`config.mk`:
```
export PLATFORM = sky130hd
export DESIGN_NAME = lk_tx_sequencer
export DESIGN_NICKNAME = d
export VERILOG_FILES = /design/src/rtl/lk_tx_pkg.sv /design/src/rtl/lk_tx_crc32.sv /design/src/rtl/lk_tx_arbiter.sv /design/src/rtl/lk_tx_framer.sv /design/src/rtl/lk_tx_sequencer.sv
export SDC_FILE = /design/constraint.sdc
export NUM_CORES = 1
export LEC_CHECK = 0
export BUFFER_PORTS_ARGS = -buffer_cell sky130_fd_sc_hd__buf_4
export CAP_MARGIN = 20
export CORE_AREA = 2 2 124 126
export CTS_CLUSTER_DIAMETER = 60
export DETAILED_ROUTE_END_ITERATION = 12
export DIE_AREA = 0 0 126 128
export HOLD_SLACK_MARGIN = 0.12
export PLACE_DENSITY_LB_ADDON = 0.08
export SYNTH_ARGS = -nofsm -noshare
export SYNTH_HDL_FRONTEND = slang
export SYNTH_SLANG_ARGS = --single-unit
export TNS_END_PERCENT = 100
```
`constraint.sdc`:
```
create_clock -name clk -period 5.55 [get_ports clk]
set_clock_uncertainty 0.1 [all_clocks]
set_input_delay 0.555 -clock clk [delete_from_list [all_inputs] [get_ports clk]]
set_output_delay 0.555 -clock clk [all_outputs]
set_load 0.03 [all_outputs]
```
`src/rtl/lk_tx_pkg.sv`:
```
package lk_tx_pkg;
  typedef enum logic [1:0] {SRC_ASY = 2'd0, SRC_ISO = 2'd1, SRC_CYC = 2'd2} src_e;
  typedef enum logic [2:0] {PH_HDR, PH_HCRC, PH_DATA, PH_DCRC, PH_END} phase_e;
  typedef enum logic [1:0] {AR_IDLE, AR_WAIT, AR_BUSY} arb_e;
endpackage

```
`src/rtl/lk_tx_crc32.sv`:
```
module lk_tx_crc32 #(
  parameter int          QW   = 32,
  parameter logic [31:0] POLY = 32'h04C11DB7
) (
  input  logic [31:0]   crc_in,
  input  logic [QW-1:0] word,
  output logic [31:0]   crc_out
);
  always_comb begin
    logic [31:0] c;
    c = crc_in;
    for (int b = QW - 1; b >= 0; b--) begin
      if (c[31] ^ word[b]) c = {c[30:0], 1'b0} ^ POLY;
      else                 c = {c[30:0], 1'b0};
    end
    crc_out = c;
  end
endmodule

```
`src/rtl/lk_tx_arbiter.sv`:
```
module lk_tx_arbiter
  import lk_tx_pkg::*;
#(
  parameter int QW = 32
) (
  input  logic          clk,
  input  logic          rst,
  input  logic          cfg_cycle_master,
  input  logic          cycle_tick,
  input  logic [QW-1:0] cycle_time,
  input  logic          aq_has,
  input  logic          iso_has,
  input  logic          phy_grant,
  input  logic          pkt_done,
  output logic          phy_req,
  output logic          busy,
  output logic          waiting,
  output src_e          src,
  output logic [QW-1:0] cs_time
);
  arb_e st;
  logic cs_pending, iso_armed, cs_want;

  assign cs_want = cs_pending | (cycle_tick & cfg_cycle_master);
  assign busy    = (st == AR_BUSY);
  assign waiting = (st == AR_WAIT);

  always_ff @(posedge clk) begin
    if (rst) begin
      st         <= AR_IDLE;
      phy_req    <= 1'b0;
      cs_pending <= 1'b0;
      iso_armed  <= 1'b0;
      src        <= SRC_ASY;
      cs_time    <= '0;
    end else begin
      if (cycle_tick && cfg_cycle_master) begin
        cs_pending <= 1'b1;
        cs_time    <= cycle_time;
      end
      case (st)
        AR_IDLE: begin
          if (cs_want) begin
            src <= SRC_CYC; cs_pending <= 1'b0; st <= AR_WAIT; phy_req <= 1'b1;
          end else if (iso_armed && iso_has) begin
            src <= SRC_ISO; st <= AR_WAIT; phy_req <= 1'b1;
          end else if (aq_has) begin
            src <= SRC_ASY; st <= AR_WAIT; phy_req <= 1'b1;
          end
        end
        AR_WAIT: begin
          if (phy_grant) begin
            st <= AR_BUSY;
            if (src == SRC_ISO) iso_armed <= 1'b0;
          end else if (cs_want && src != SRC_CYC) begin
            src        <= SRC_CYC;
            cs_pending <= 1'b0;
          end
        end
        AR_BUSY: begin
          if (pkt_done) begin
            st      <= AR_IDLE;
            phy_req <= 1'b0;
          end
        end
        default: st <= AR_IDLE;
      endcase
      if (cycle_tick) iso_armed <= 1'b1;
    end
  end
endmodule

```
`src/rtl/lk_tx_framer.sv`:
```
module lk_tx_framer
  import lk_tx_pkg::*;
#(
  parameter int          QW       = 32,
  parameter logic [31:0] POLY     = 32'h04C11DB7,
  parameter logic [15:0] CS_DEST  = 16'hFFFF,
  parameter logic [3:0]  CS_TCODE = 4'h8
) (
  input  logic          clk,
  input  logic          rst,
  input  logic          active,
  input  src_e          src,
  input  logic [QW-1:0] cs_time,
  input  logic [QW-1:0] aq_data,
  input  logic          aq_hdr_end,
  input  logic          aq_last,
  input  logic          aq_avail,
  input  logic [QW-1:0] iso_data,
  input  logic          iso_hdr_end,
  input  logic          iso_last,
  input  logic          iso_avail,
  input  logic          tx_ready,
  output logic          aq_pop,
  output logic          iso_take,
  output logic          tx_valid,
  output logic [QW-1:0] tx_data,
  output logic          tx_last,
  output logic          pkt_done
);
  localparam logic [31:0] CRC_INIT = 32'hFFFFFFFF;
  localparam logic [QW-1:0] CS_Q0 = {CS_DEST, {(QW-24){1'b0}}, CS_TCODE, 4'h0};

  phase_e        phase;
  logic [31:0]   crc_q, crc_nx;
  logic          cs_idx, has_data;
  logic [QW-1:0] w_data;
  logic          w_hend, w_last, w_av;
  logic          can_load, take, crc_load, payload_ph;

  always_comb begin
    case (src)
      SRC_ASY: begin w_data = aq_data;  w_hend = aq_hdr_end;  w_last = aq_last;  w_av = aq_avail;  end
      SRC_ISO: begin w_data = iso_data; w_hend = iso_hdr_end; w_last = iso_last; w_av = iso_avail; end
      default: begin
        w_data = cs_idx ? cs_time : CS_Q0;
        w_hend = cs_idx;
        w_last = cs_idx;
        w_av   = 1'b1;
      end
    endcase
  end

  lk_tx_crc32 #(.QW(QW), .POLY(POLY)) u_crc (.crc_in(crc_q), .word(w_data), .crc_out(crc_nx));

  assign can_load   = !tx_valid || tx_ready;
  assign payload_ph = (phase == PH_HDR) || (phase == PH_DATA);
  assign take       = active && can_load && payload_ph && w_av;
  assign crc_load   = active && can_load && ((phase == PH_HCRC) || (phase == PH_DCRC));
  assign aq_pop     = take && (src == SRC_ASY);
  assign iso_take   = take && (src == SRC_ISO);
  assign pkt_done   = tx_valid && tx_ready && tx_last;

  always_ff @(posedge clk) begin
    if (rst) begin
      phase    <= PH_HDR;
      crc_q    <= CRC_INIT;
      cs_idx   <= 1'b0;
      has_data <= 1'b0;
      tx_valid <= 1'b0;
      tx_data  <= '0;
      tx_last  <= 1'b0;
    end else begin
      if (can_load) tx_valid <= take || crc_load;
      if (take) begin
        tx_data <= w_data;
        tx_last <= 1'b0;
        crc_q   <= crc_nx;
        if (phase == PH_HDR) begin
          cs_idx <= 1'b1;
          if (w_hend) begin
            phase    <= PH_HCRC;
            has_data <= !w_last;
          end
        end else if (w_last) begin
          phase <= PH_DCRC;
        end
      end
      if (crc_load) begin
        tx_data <= crc_q[QW-1:0];
        tx_last <= (phase == PH_DCRC) || !has_data;
        crc_q   <= CRC_INIT;
        phase   <= (phase == PH_HCRC && has_data) ? PH_DATA : PH_END;
      end
      if (pkt_done) begin
        phase  <= PH_HDR;
        cs_idx <= 1'b0;
      end
    end
  end
endmodule

```
`src/rtl/lk_tx_sequencer.sv`:
```
module lk_tx_sequencer
  import lk_tx_pkg::*;
#(
  parameter int          QW       = 32,
  parameter logic [31:0] POLY     = 32'h04C11DB7,
  parameter logic [15:0] CS_DEST  = 16'hFFFF,
  parameter logic [3:0]  CS_TCODE = 4'h8
) (
  input  logic          clk,
  input  logic          rst,
  input  logic          cfg_cycle_master,
  input  logic          cycle_tick,
  input  logic [QW-1:0] cycle_time,
  input  logic          aq_empty,
  input  logic [QW-1:0] aq_rd_data,
  input  logic          aq_rd_hdr_end,
  input  logic          aq_rd_last,
  output logic          aq_rd_en,
  input  logic          iso_valid,
  input  logic [QW-1:0] iso_data,
  input  logic          iso_hdr_end,
  input  logic          iso_last,
  output logic          iso_ready,
  output logic          phy_req,
  input  logic          phy_grant,
  output logic          phy_tx_valid,
  output logic [QW-1:0] phy_tx_data,
  output logic          phy_tx_last,
  input  logic          phy_tx_ready
);
  logic          busy, arb_wait, pkt_done;
  src_e          src;
  logic [QW-1:0] cs_time;

  lk_tx_arbiter #(.QW(QW)) u_arb (
    .clk(clk), .rst(rst), .cfg_cycle_master(cfg_cycle_master),
    .cycle_tick(cycle_tick), .cycle_time(cycle_time),
    .aq_has(!aq_empty), .iso_has(iso_valid), .phy_grant(phy_grant),
    .pkt_done(pkt_done), .phy_req(phy_req), .busy(busy), .waiting(arb_wait),
    .src(src), .cs_time(cs_time)
  );

  lk_tx_framer #(.QW(QW), .POLY(POLY), .CS_DEST(CS_DEST), .CS_TCODE(CS_TCODE)) u_frm (
    .clk(clk), .rst(rst), .active(busy), .src(src), .cs_time(cs_time),
    .aq_data(aq_rd_data), .aq_hdr_end(aq_rd_hdr_end), .aq_last(aq_rd_last),
    .aq_avail(!aq_empty), .iso_data(iso_data), .iso_hdr_end(iso_hdr_end),
    .iso_last(iso_last), .iso_avail(iso_valid), .tx_ready(phy_tx_ready),
    .aq_pop(aq_rd_en), .iso_take(iso_ready), .tx_valid(phy_tx_valid),
    .tx_data(phy_tx_data), .tx_last(phy_tx_last), .pkt_done(pkt_done)
  );
endmodule

```
==> metrics.yaml <==
status: "finished clean"
firstDrtPassIters: 5
yosysTopAreaCell: "dfxtp_1"
cts_hold_buffers: 0
antenna_found_initial: 0
pin_count: 145
dieArea_um2: 16130
hold_class: "in2reg"
syn_nets: 989
port_buffers: 144
holdWs_ps: 338.8
fin_crit_ps: 4943
antenna_cells: 0
crit_required_ps: 5720
worstSetupPathType: "reg2reg"
die_w_um: 126
synth.distinct_cells: 55
drive_gt1_frac: 0.2371
synthCells: 881
yosys-top-cells-area: "dfxtp_1, xnor2_1, nand2_1"
cp-end-kind: "register"
yosys_warnings: 0
hold_violations: 0
final_common_cell: "nand2_1"
synth-seq-cells: 110
max_freq_ghz: 0.2023
clkSinkCount: 110
syn_to_final_growth_pct: 17.97
coreArea_um2: 14860
top_layer: "met4"
start_util: 0.5636
startpoint_type: "register"
fin_nets: 1107
async_flop_share: 0
synth-edff-count: 0
netlist_area_um2: 8377
vias: 6461
root_buffer: "clkbuf_16"
wl_met1_mm: 10.04
layout_common_cells: "nand2_1, buf_4, xnor2_1"
row_count: 45
path_clk_slew_ps: 70
setup_tns_ps: 0
cp.arrival_ps: 5110
slew_viol_final: 0
worstMarginPinSlew_ps: 904.1
cts_made_buffers: 9
rsz0062_at_grt: "no"
antenna_left: 0
cts.repair.resized: 0
syn_avg_cell_area_um2: 9.508
routedWlPerCell_um: 18.87
setup_violations: 0
grt_pass1_vias: 6321
wl_met2_mm: 10.83
fill_cells: 1244
grt_first_pass_wirelength_mm: 35.01
drc: 0
dieHeight_um: 128
grt_usage: 0.2808
htreeDepth: 3
hpwlAfterDp_mm: 17.49
post_cts_buffers: 0
yosysTopAreaCellShare: 0.2629
overflow: 0
drt_iter0_markers: 354
vias_per_cell: 5.420
ys_seq_area_frac: 0.2629
gp_congestion: 0.9189
relSlewSlack: 0.3973
crit_fanout: 14
grt_max_degree: 77
drt-total-wl_mm: 22.50
final.period_utilization: 0.8905
ys.flop_type: "dfxtp_1"
insertion_delay_ps: 350
wl_met3_mm: 1.093
cts.path.max_buffers: 2
cts_tree: "yes"
maxCapViolations: 0
## cells in the mapped netlist (2+ instances only)
cell         n
mux2i_2      3
buf_2        3
nor2b_1     12
xnor3_1     23
mux2_1       3
o21ai_0     18
xor2_4       5
nand2b_1     6
inv_1        5
and2_1       2
dfxtp_1    110
xor2_2       6
o2bb2ai_1    8
o22a_1       3
mux2_2       3
o21ai_1      5
xnor2_1    127
a21oi_1     42
a311oi_1    32
o211ai_1    19
xnor3_2      7
xnor2_2     19
xnor2_4     10
nand2_1    162
mux2i_4      2
clkbuf_1    38
nor2_1      71
xor2_1      47
mux2i_1     36
buf_6        4
buf_1        5
nand3_1      6
or3_1        3
nor3_1       4
xor3_1      12
## final cells by class
cell class / count / area [µm²] / share of cell area
Clock inverter: 4 / 55.05 / 0.005571
Clock buffer: 12 / 246.5 / 0.02494
Multi-Input combinational cell: 714 / 5921 / 0.5991
Tap cell: 188 / 235.2 / 0.02380
Timing Repair Buffer: 159 / 1201 / 0.1215
Inverter: 5 / 18.77 / 0.001899
Sequential cell: 110 / 2205 / 0.2231
## kinds of logic after synthesis
| kind of cell | synth area share |
|---|---|
| compound gates | 0.1117 |
| xor+xnor | 0.3985 |
| buf+inv | 0.03137 |
| flops | 0.2629 |
| mux | 0.06318 |
| simple gates | 0.1323 |
## critical path: stages (launching register included)
cell      delay, ps
dfxtp_2         590
mux2i_1         300
mux2i_2         170
xnor2_4         420
xnor3_2         600
xor2_1          300
xnor3_1         570
xnor3_2         450
xnor3_2         500
xor2_2          300
xnor2_1         170
xnor3_1         230
o211ai_1        150
## state kept, by name, summed over array words and instances (netlist names), 2 cells and up
register and count:
u_arb.cs_time 32, u_arb.st 2, u_frm.crc_q 32, u_frm.tx_data 32
u_arb.src 2, u_frm.phase 3
## through the flow
step,setup slack [ps],utilization,cell area [µm²],cells
3_3_place_gp,684.4,0.6435,9565,1175
6_report,607.5,0.6648,9882,1192
4_1_cts,618.9,0.6638,9867,1191
3_5_place_dp,653.0,0.6435,9565,1175
2_1_floorplan,1325,-,8377,881
5_1_grt,332.4,0.6648,9882,1192
## per-layer routing
metal / global-route usage / vias up
li1: - / 3197
met1: 0.3744 / 3026
met2: 0.4782 / 209
met3: 0.03923 / 29
met5: 0 / -
met4: 0.08209 / 0
## path summary, 6_finish.rpt
| check | slack, ps | from | cells past startpoint | endpoint |
|---|---|---|---|---|
| max | 610 | u_arb.src[0] | 12 | u_frm.crc_q[13] |
| min | 340 | cycle_time[12] | 3 | u_arb.cs_time[12] |
| max reg2reg | 610 | u_arb.src[0] | 12 | u_frm.crc_q[13] |
| min reg2reg | 360 | u_arb.cs_time[14] | 2 | u_arb.cs_time[14] |
Power is left out: the tool's default activity adds up to more than one toggle a clock period on the data nets, which glitch-free logic cannot reach.
